--- config.mk ---
export PLATFORM = sky130hd
export DESIGN_NAME = fault_capture_unit
export DESIGN_NICKNAME = d
export VERILOG_FILES = /design/src/rtl/fsac_pkg.sv /design/src/rtl/fsac_status_reg.sv /design/src/rtl/fsac_addr_reg.sv /design/src/rtl/fsac_trap_sel.sv /design/src/rtl/fault_capture_unit.sv
export SDC_FILE = /design/constraint.sdc
export NUM_CORES = 1
export LEC_CHECK = 0
export ABC_AREA = 1
export BUFFER_PORTS_ARGS = -buffer_cell sky130_fd_sc_hd__buf_2
export CORE_MARGIN = 2
export CORE_UTILIZATION = 43
export CTS_CLUSTER_SIZE = 30
export DETAILED_ROUTE_END_ITERATION = 16
export GPL_TIMING_DRIVEN = 1
export PLACE_DENSITY = 0.79
export SYNTH_ARGS = -nofsm -noshare
export SYNTH_HDL_FRONTEND = slang
export SYNTH_SLANG_ARGS = --single-unit
--- constraint.sdc ---
create_clock -name clk -period 0.94 [get_ports clk]
set_input_delay 0.094 -clock clk [delete_from_list [all_inputs] [get_ports clk]]
set_output_delay 0.094 -clock clk [all_outputs]
set_load 0.005 [all_outputs]
--- src/rtl/fsac_pkg.sv ---
package fsac_pkg;
  // Field widths of the status word; positions are decoded by software.
  localparam int LVL_W  = 2;
  localparam int IDX_W  = 3;
  localparam int KIND_W = 3;
  localparam int STAT_W = LVL_W + IDX_W + KIND_W + 2;

  typedef struct packed {
    logic [LVL_W-1:0]  lvl;   // bits 9:8
    logic [IDX_W-1:0]  idx;   // bits 7:5
    logic [KIND_W-1:0] kind;  // bits 4:2
    logic              fav;   // bit 1: address register valid
    logic              ovf;   // bit 0: earlier fault lost
  } fstat_t;

  function automatic fstat_t make_fresh(input logic [LVL_W-1:0] lvl,
                                        input logic [IDX_W-1:0] idx,
                                        input logic [KIND_W-1:0] kind);
    fstat_t s;
    s.lvl  = lvl;
    s.idx  = idx;
    s.kind = kind;
    s.fav  = 1'b1;
    s.ovf  = 1'b0;
    return s;
  endfunction
endpackage

--- src/rtl/fsac_status_reg.sv ---
module fsac_status_reg
  import fsac_pkg::*;
(
  input  logic   clk,
  input  logic   rst_n,
  input  logic   cap,
  input  logic   clr,
  input  fstat_t fresh,
  output fstat_t stat_q
);
  fstat_t merged;
  logic   pending;

  // An unread earlier fault is kept only as the overflow marker.
  assign pending = (stat_q != '0) && !clr;

  always_comb begin
    merged     = fresh;
    merged.ovf = pending;
  end

  always_ff @(posedge clk) begin
    if (!rst_n) begin
      stat_q <= '0;
    end else if (cap) begin
      stat_q <= merged;
    end else if (clr) begin
      stat_q <= '0;
    end
  end
endmodule

--- src/rtl/fsac_addr_reg.sv ---
module fsac_addr_reg #(
  parameter int VA_W      = 32,
  parameter int PAGE_BITS = 12
) (
  input  logic            clk,
  input  logic            rst_n,
  input  logic            cap,
  input  logic [VA_W-1:0] va,
  output logic [VA_W-1:0] addr_q
);
  logic [VA_W-1:0] aligned;

  generate
    if (PAGE_BITS > 0) begin : g_mask
      assign aligned = {va[VA_W-1:PAGE_BITS], {PAGE_BITS{1'b0}}};
    end else begin : g_nomask
      assign aligned = va;
    end
  endgenerate

  always_ff @(posedge clk) begin
    if (!rst_n) begin
      addr_q <= '0;
    end else if (cap) begin
      addr_q <= aligned;
    end
  end
endmodule

--- src/rtl/fsac_trap_sel.sv ---
module fsac_trap_sel (
  input  logic clk,
  input  logic rst_n,
  input  logic cap,
  input  logic is_fetch,
  input  logic no_fault,
  input  logic traps_en,
  output logic trap_i,
  output logic trap_d,
  output logic grant
);
  logic suppress;
  assign suppress = no_fault || !traps_en;

  always_ff @(posedge clk) begin
    if (!rst_n) begin
      trap_i <= 1'b0;
      trap_d <= 1'b0;
      grant  <= 1'b0;
    end else begin
      trap_i <= cap && !suppress && is_fetch;
      trap_d <= cap && !suppress && !is_fetch;
      grant  <= cap && suppress;
    end
  end
endmodule

--- src/rtl/fault_capture_unit.sv ---
module fault_capture_unit
  import fsac_pkg::*;
#(
  parameter int VA_W      = 32,
  parameter int PAGE_BITS = 12
) (
  input  logic              clk,
  input  logic              rst_n,
  input  logic              flt_valid,
  input  logic              flt_fetch,
  input  logic [LVL_W-1:0]  flt_level,
  input  logic [KIND_W-1:0] flt_kind,
  input  logic [IDX_W-1:0]  flt_acc_idx,
  input  logic [VA_W-1:0]   flt_vaddr,
  input  logic              ctl_no_fault,
  input  logic              ctl_traps_en,
  input  logic              rd_en,
  input  logic              rd_sel,
  output logic [VA_W-1:0]   rd_data,
  output logic              trap_ifetch,
  output logic              trap_data,
  output logic              grant_full
);
  localparam int PAD_W = VA_W - STAT_W;

  fstat_t          stat_q;
  fstat_t          fresh;
  logic [VA_W-1:0] addr_q;
  logic            stat_rd;

  assign fresh   = make_fresh(flt_level, flt_acc_idx, flt_kind);
  assign stat_rd = rd_en && !rd_sel;

  fsac_status_reg u_stat (
    .clk    (clk),
    .rst_n  (rst_n),
    .cap    (flt_valid),
    .clr    (stat_rd),
    .fresh  (fresh),
    .stat_q (stat_q)
  );

  fsac_addr_reg #(.VA_W(VA_W), .PAGE_BITS(PAGE_BITS)) u_addr (
    .clk    (clk),
    .rst_n  (rst_n),
    .cap    (flt_valid),
    .va     (flt_vaddr),
    .addr_q (addr_q)
  );

  fsac_trap_sel u_trap (
    .clk      (clk),
    .rst_n    (rst_n),
    .cap      (flt_valid),
    .is_fetch (flt_fetch),
    .no_fault (ctl_no_fault),
    .traps_en (ctl_traps_en),
    .trap_i   (trap_ifetch),
    .trap_d   (trap_data),
    .grant    (grant_full)
  );

  always_comb begin
    if (rd_sel) rd_data = addr_q;
    else        rd_data = {{PAD_W{1'b0}}, stat_q};
  end
endmodule

Word-level counts from Yosys, hierarchy flattened
Index checks and enable logic that the tools add are counted.

Multiplexer cells: 3. Reductions and logical operators: 14.

Operators with widths (count): 2-to-1 mux 32 bit (1); 2-to-1 mux 10 bit (2); nonzero test 10 bit (1); logical AND 1 bit (6); logical NOT 1 bit (5); nonzero test 2 bit (1); logical OR 1 bit (1).

Register bits after elaboration: 33. Output and inout bits: 35.

Depth between registers and ports, before layout
Depth in word-level cells: 5. Depth in mapped cells: 6.

Cells and area by module
Synthesis repeated with hierarchy kept, for this count alone.

Cells, all modules: 287. Area, all modules: 1762.9 µm².

Modules (own cells, without submodules): fsac_addr_reg (times used 1, cells an instance 139, area each 924.6 µm²); fsac_status_reg (times used 1, cells an instance 55, area each 401.6 µm²); fault_capture_unit (times used 1, cells an instance 83, area each 341.6 µm²); fsac_trap_sel (times used 1, cells an instance 10, area each 95.1 µm²).

Least setup slack after synthesis
No wires, ideal clock.

Kind: register -> register. Start: register u_stat.stat_q[4] (netlist name). End: register u_stat.stat_q[0] (netlist name). Setup time: 116 ps. Data arrival time: 642 ps. Data required time: 824 ps. Slack: 182 ps. Stages on the path, launching flop included: 7. Period minus slack after synthesis: 758 ps. Cell sequence: dfxtp_1 nor2_1 nand2_1 nor2_1 nand2_1 nand2_1 a21oi_1.

Cells in the longest elaborated chain, start to end: 3.

RTL lines: nonzero test 10 bit (RTL line fsac_status_reg.sv:15) `assign pending = (stat_q != '0) && !clr;`; logical AND 1 bit (RTL line fsac_status_reg.sv:15); 2-to-1 mux 10 bit (RTL line fsac_status_reg.sv:25) `end else if (cap) begin`.

Every way passes these cells. A chain may end at the register's enable or synchronous reset.

Final worst setup path
Start: register u_stat.stat_q[9] (netlist name). End: output rd_data[9].

Cells in the longest elaborated chain, start to end: 1.

RTL lines: 2-to-1 mux 32 bit (RTL line fault_capture_unit.sv:64) `if (rd_sel) rd_data = addr_q;`; end: declaration (RTL line fault_capture_unit.sv:19) `output logic [VA_W-1:0] rd_data,`.

Every way passes these cells.

==> summary.txt <==
XOR/XNOR Fraction of Synth Area: 0%
PD cells: 1300 nW/um^2
GRT Overall Usage: 18.9%
CTS max path bufs: 2
Max Cap Viol: 0
Yosys cell types: 17
Wire per inst: 10.1 microns
Drt initial violations: 66
Area of the mapped netlist: 1430 sq um
RSZ-0062 raised after global routing: yes
Cell Chain, Critical Path: inv_2 > nor2_1 > buf_2
Max IR drop VDD: 0.000877 V
Synth Area in Compound Gates: 12.0%
Worst rel slew slack: 60.5%
Sequential fraction of the synthesis area: 46.4%
Die Wd: 61.6 microns
Final min period: 1.00 ns
WP data arrival: 0.91 ns
Final Setup Violations: 15
Initial antenna violation count: 0
Min-Delay Startpoint: flt_vaddr[30]
CTS sink cnt: 33
Core area: 3100 sq um
Worst R2R Start: u_stat.stat_q[9]
Total power: 2.79 mW
DR vias: 1534
Synth Instances: 213
Final Util: 69.2%
Crit share post-route: 107%
Pre-antenna DRT Iters: 4
Commonest non-fill, non-tap cell in the layout: buf_2
Congestion Overflow GR: 0
Vias in the first global route: 1326
Status: finished with violations
Post-synthesis mux area share: 0%
Drt drc: 0
Crit path max fanout: 2
#FFs+latches synth: 33
CTS Root Cell: clkbuf_4
Failing checks: negative setup slack
Global-route wire length before repair: 5320 microns
Routed vias/inst: 4.36
Crit. End Element: output port
Clk pin slew, worst setup/hold paths: 0.09 ns
I/O pins: 83
Antenna cells: 0
Clk_lat worst skew: 0.32 ns
Final hold slack: 0.00841 ns
Avg Inst Size Synth: 6.69 sq um
Filler Cell Count: 303
Worst EP required: 0.85 ns
Critical path class: flop to output port
Worst hold path class: input port to flop
Crit path buffers/inverters: 2
Hold Fails Final Rpt: 0
Most frequent cells in the layout: 67 x buf_2, 52 x nor2_1, 41 x nand2_1
Synth-to-layout area growth: 50.7%
Critical path launch point: u_stat.stat_q[9]
Final Worst Setup Slack: -0.0628 ns
Worst Tran Pin Value: 0.592 ns
Largest net degree at the start of global routing: 21
Ys Warns: 0
Total CTS buffers: 5
Maximum clock frequency: 997 MHz
Synth Area in Simple Gates: 27.8%
DRT Wirelength: 3560 microns
H-tree levels: 2
Max Slew Vio Count: 0
Initial Util: 45.9%
Slowest CP cell: dfxtp_2
Post-Synth Adder-Cell Area: 0%
Leak Pwr: 1.22 nW
Critical Path Max Stage Delay: 0.34 ns
TritonCTS clock tree: built
Post-DRT Antenna Nets: 0
Die Area: 3790 sq um
Final HPWL DP: 2300 microns
CP Launch Type: flop
Family with the most delay on the worst path: flip-flops
Worst Clk Skew: 0.00494 ns
Fraction of layout cells with a size suffix above 1: 43.8%
Gpl congestion: 0.736
Main combinational cell family by area after synthesis: simple AND/OR/NAND/NOR gates
DIE HEIGHT: 61.6 microns
# port buffers: 68
Site Rows: 20
Nets@finish: 355
==> path summary, 6_finish.rpt <==
kind / to / slack [ns] / cells past startpoint
hold / removal: u_addr.addr_q[30] / 0.008 / 3
hold reg to reg: u_stat.stat_q[5] / 0.47 / 2
setup reg to reg: u_stat.stat_q[0] / 0.05 / 7
setup / recovery: rd_data[9] / -0.06 / 3
==> cell usage after synthesis, drive strengths merged <==
master / instances / area (sq um)
o21ai: 21 / 105
conb: 1 / 3.75
a21oi: 11 / 66.3
nor3b: 1 / 12.5
nand2: 46 / 175
dfxtp: 33 / 661
clkbuf: 3 / 12.5
inv: 34 / 128
nor3: 1 / 10.0
buf: 9 / 52.6
nor2: 53 / 199
==> flip-flops by register name, summed over array words and instances (netlist names) <==
name           flops
u_addr.addr_q     20
u_stat.stat_q     10
u_trap.grant       1
u_trap.trap_d      1
u_trap.trap_i      1
==> stage by stage <==
stage,worst slack [ns],cell area [sq um],TNS [ns],instances
after floorplan,0.182,1430,0,214
after global placement,-0.0219,1810,-0.228,319
after detailed placement,-0.0367,1810,-0.263,319
after CTS,-0.0664,2110,-0.668,350
after global routing,-0.120,2150,-2.08,352
final,-0.0628,2150,-0.463,352
==> power breakdown <==
group          total [mW]  switching [mW]  internal, mW
Sequential           1.55          0.0442          1.50
Combinational       0.515           0.251         0.264
Clock               0.730           0.432         0.298
Total                2.79           0.727          2.06
==> worst reg2reg max path, stage by stage, from the launching register on <==
cell	delay, ns
dfxtp_2	0.34
inv_2	0.04
buf_4	0.12
nand2_2	0.07
nor2_2	0.03
nand2_1	0.06
nand2_1	0.05
a21oi_1	0.12
==> cells by family after synthesis <==
| kind of cell | Yosys count |
|---|---|
| other cells | 1 |
| buf+inv | 46 |
| simple gates | 101 |
| compound gates | 32 |
| flops | 33 |
==> layout make-up <==
cell class	instances	area [sq um]	share of cell area (%)
clock buffer	8	48.8	2.27
inverter	34	128	5.94
multi-input combinational	135	588	27.4
sequential	33	697	32.4
tap	44	55.1	2.56
timing repair buffer	98	632	29.4
==> per-layer routing <==
metal  global-route usage, %  wire [microns]  vias up
met1                    21.6            1590      669
met5                       0               0        -
met3                    4.20             195        4
met4                    8.21              33        0
li1                        -               -      816
met2                    33.7            1740       45
==> timing repair <==
| item | CTS | global route |
|---|---|---|
| setup endpoints to repair | 30 | 31 |
| gates resized for setup | 37 | 10 |
| hold buffers | 19 | 0 |
| pin swaps | 6 | 6 |
| buffers inserted | 4 | 2 |
| hold endpoints to repair | 19 | 0 |
Note: power is estimated with default switching activity, not from simulation.
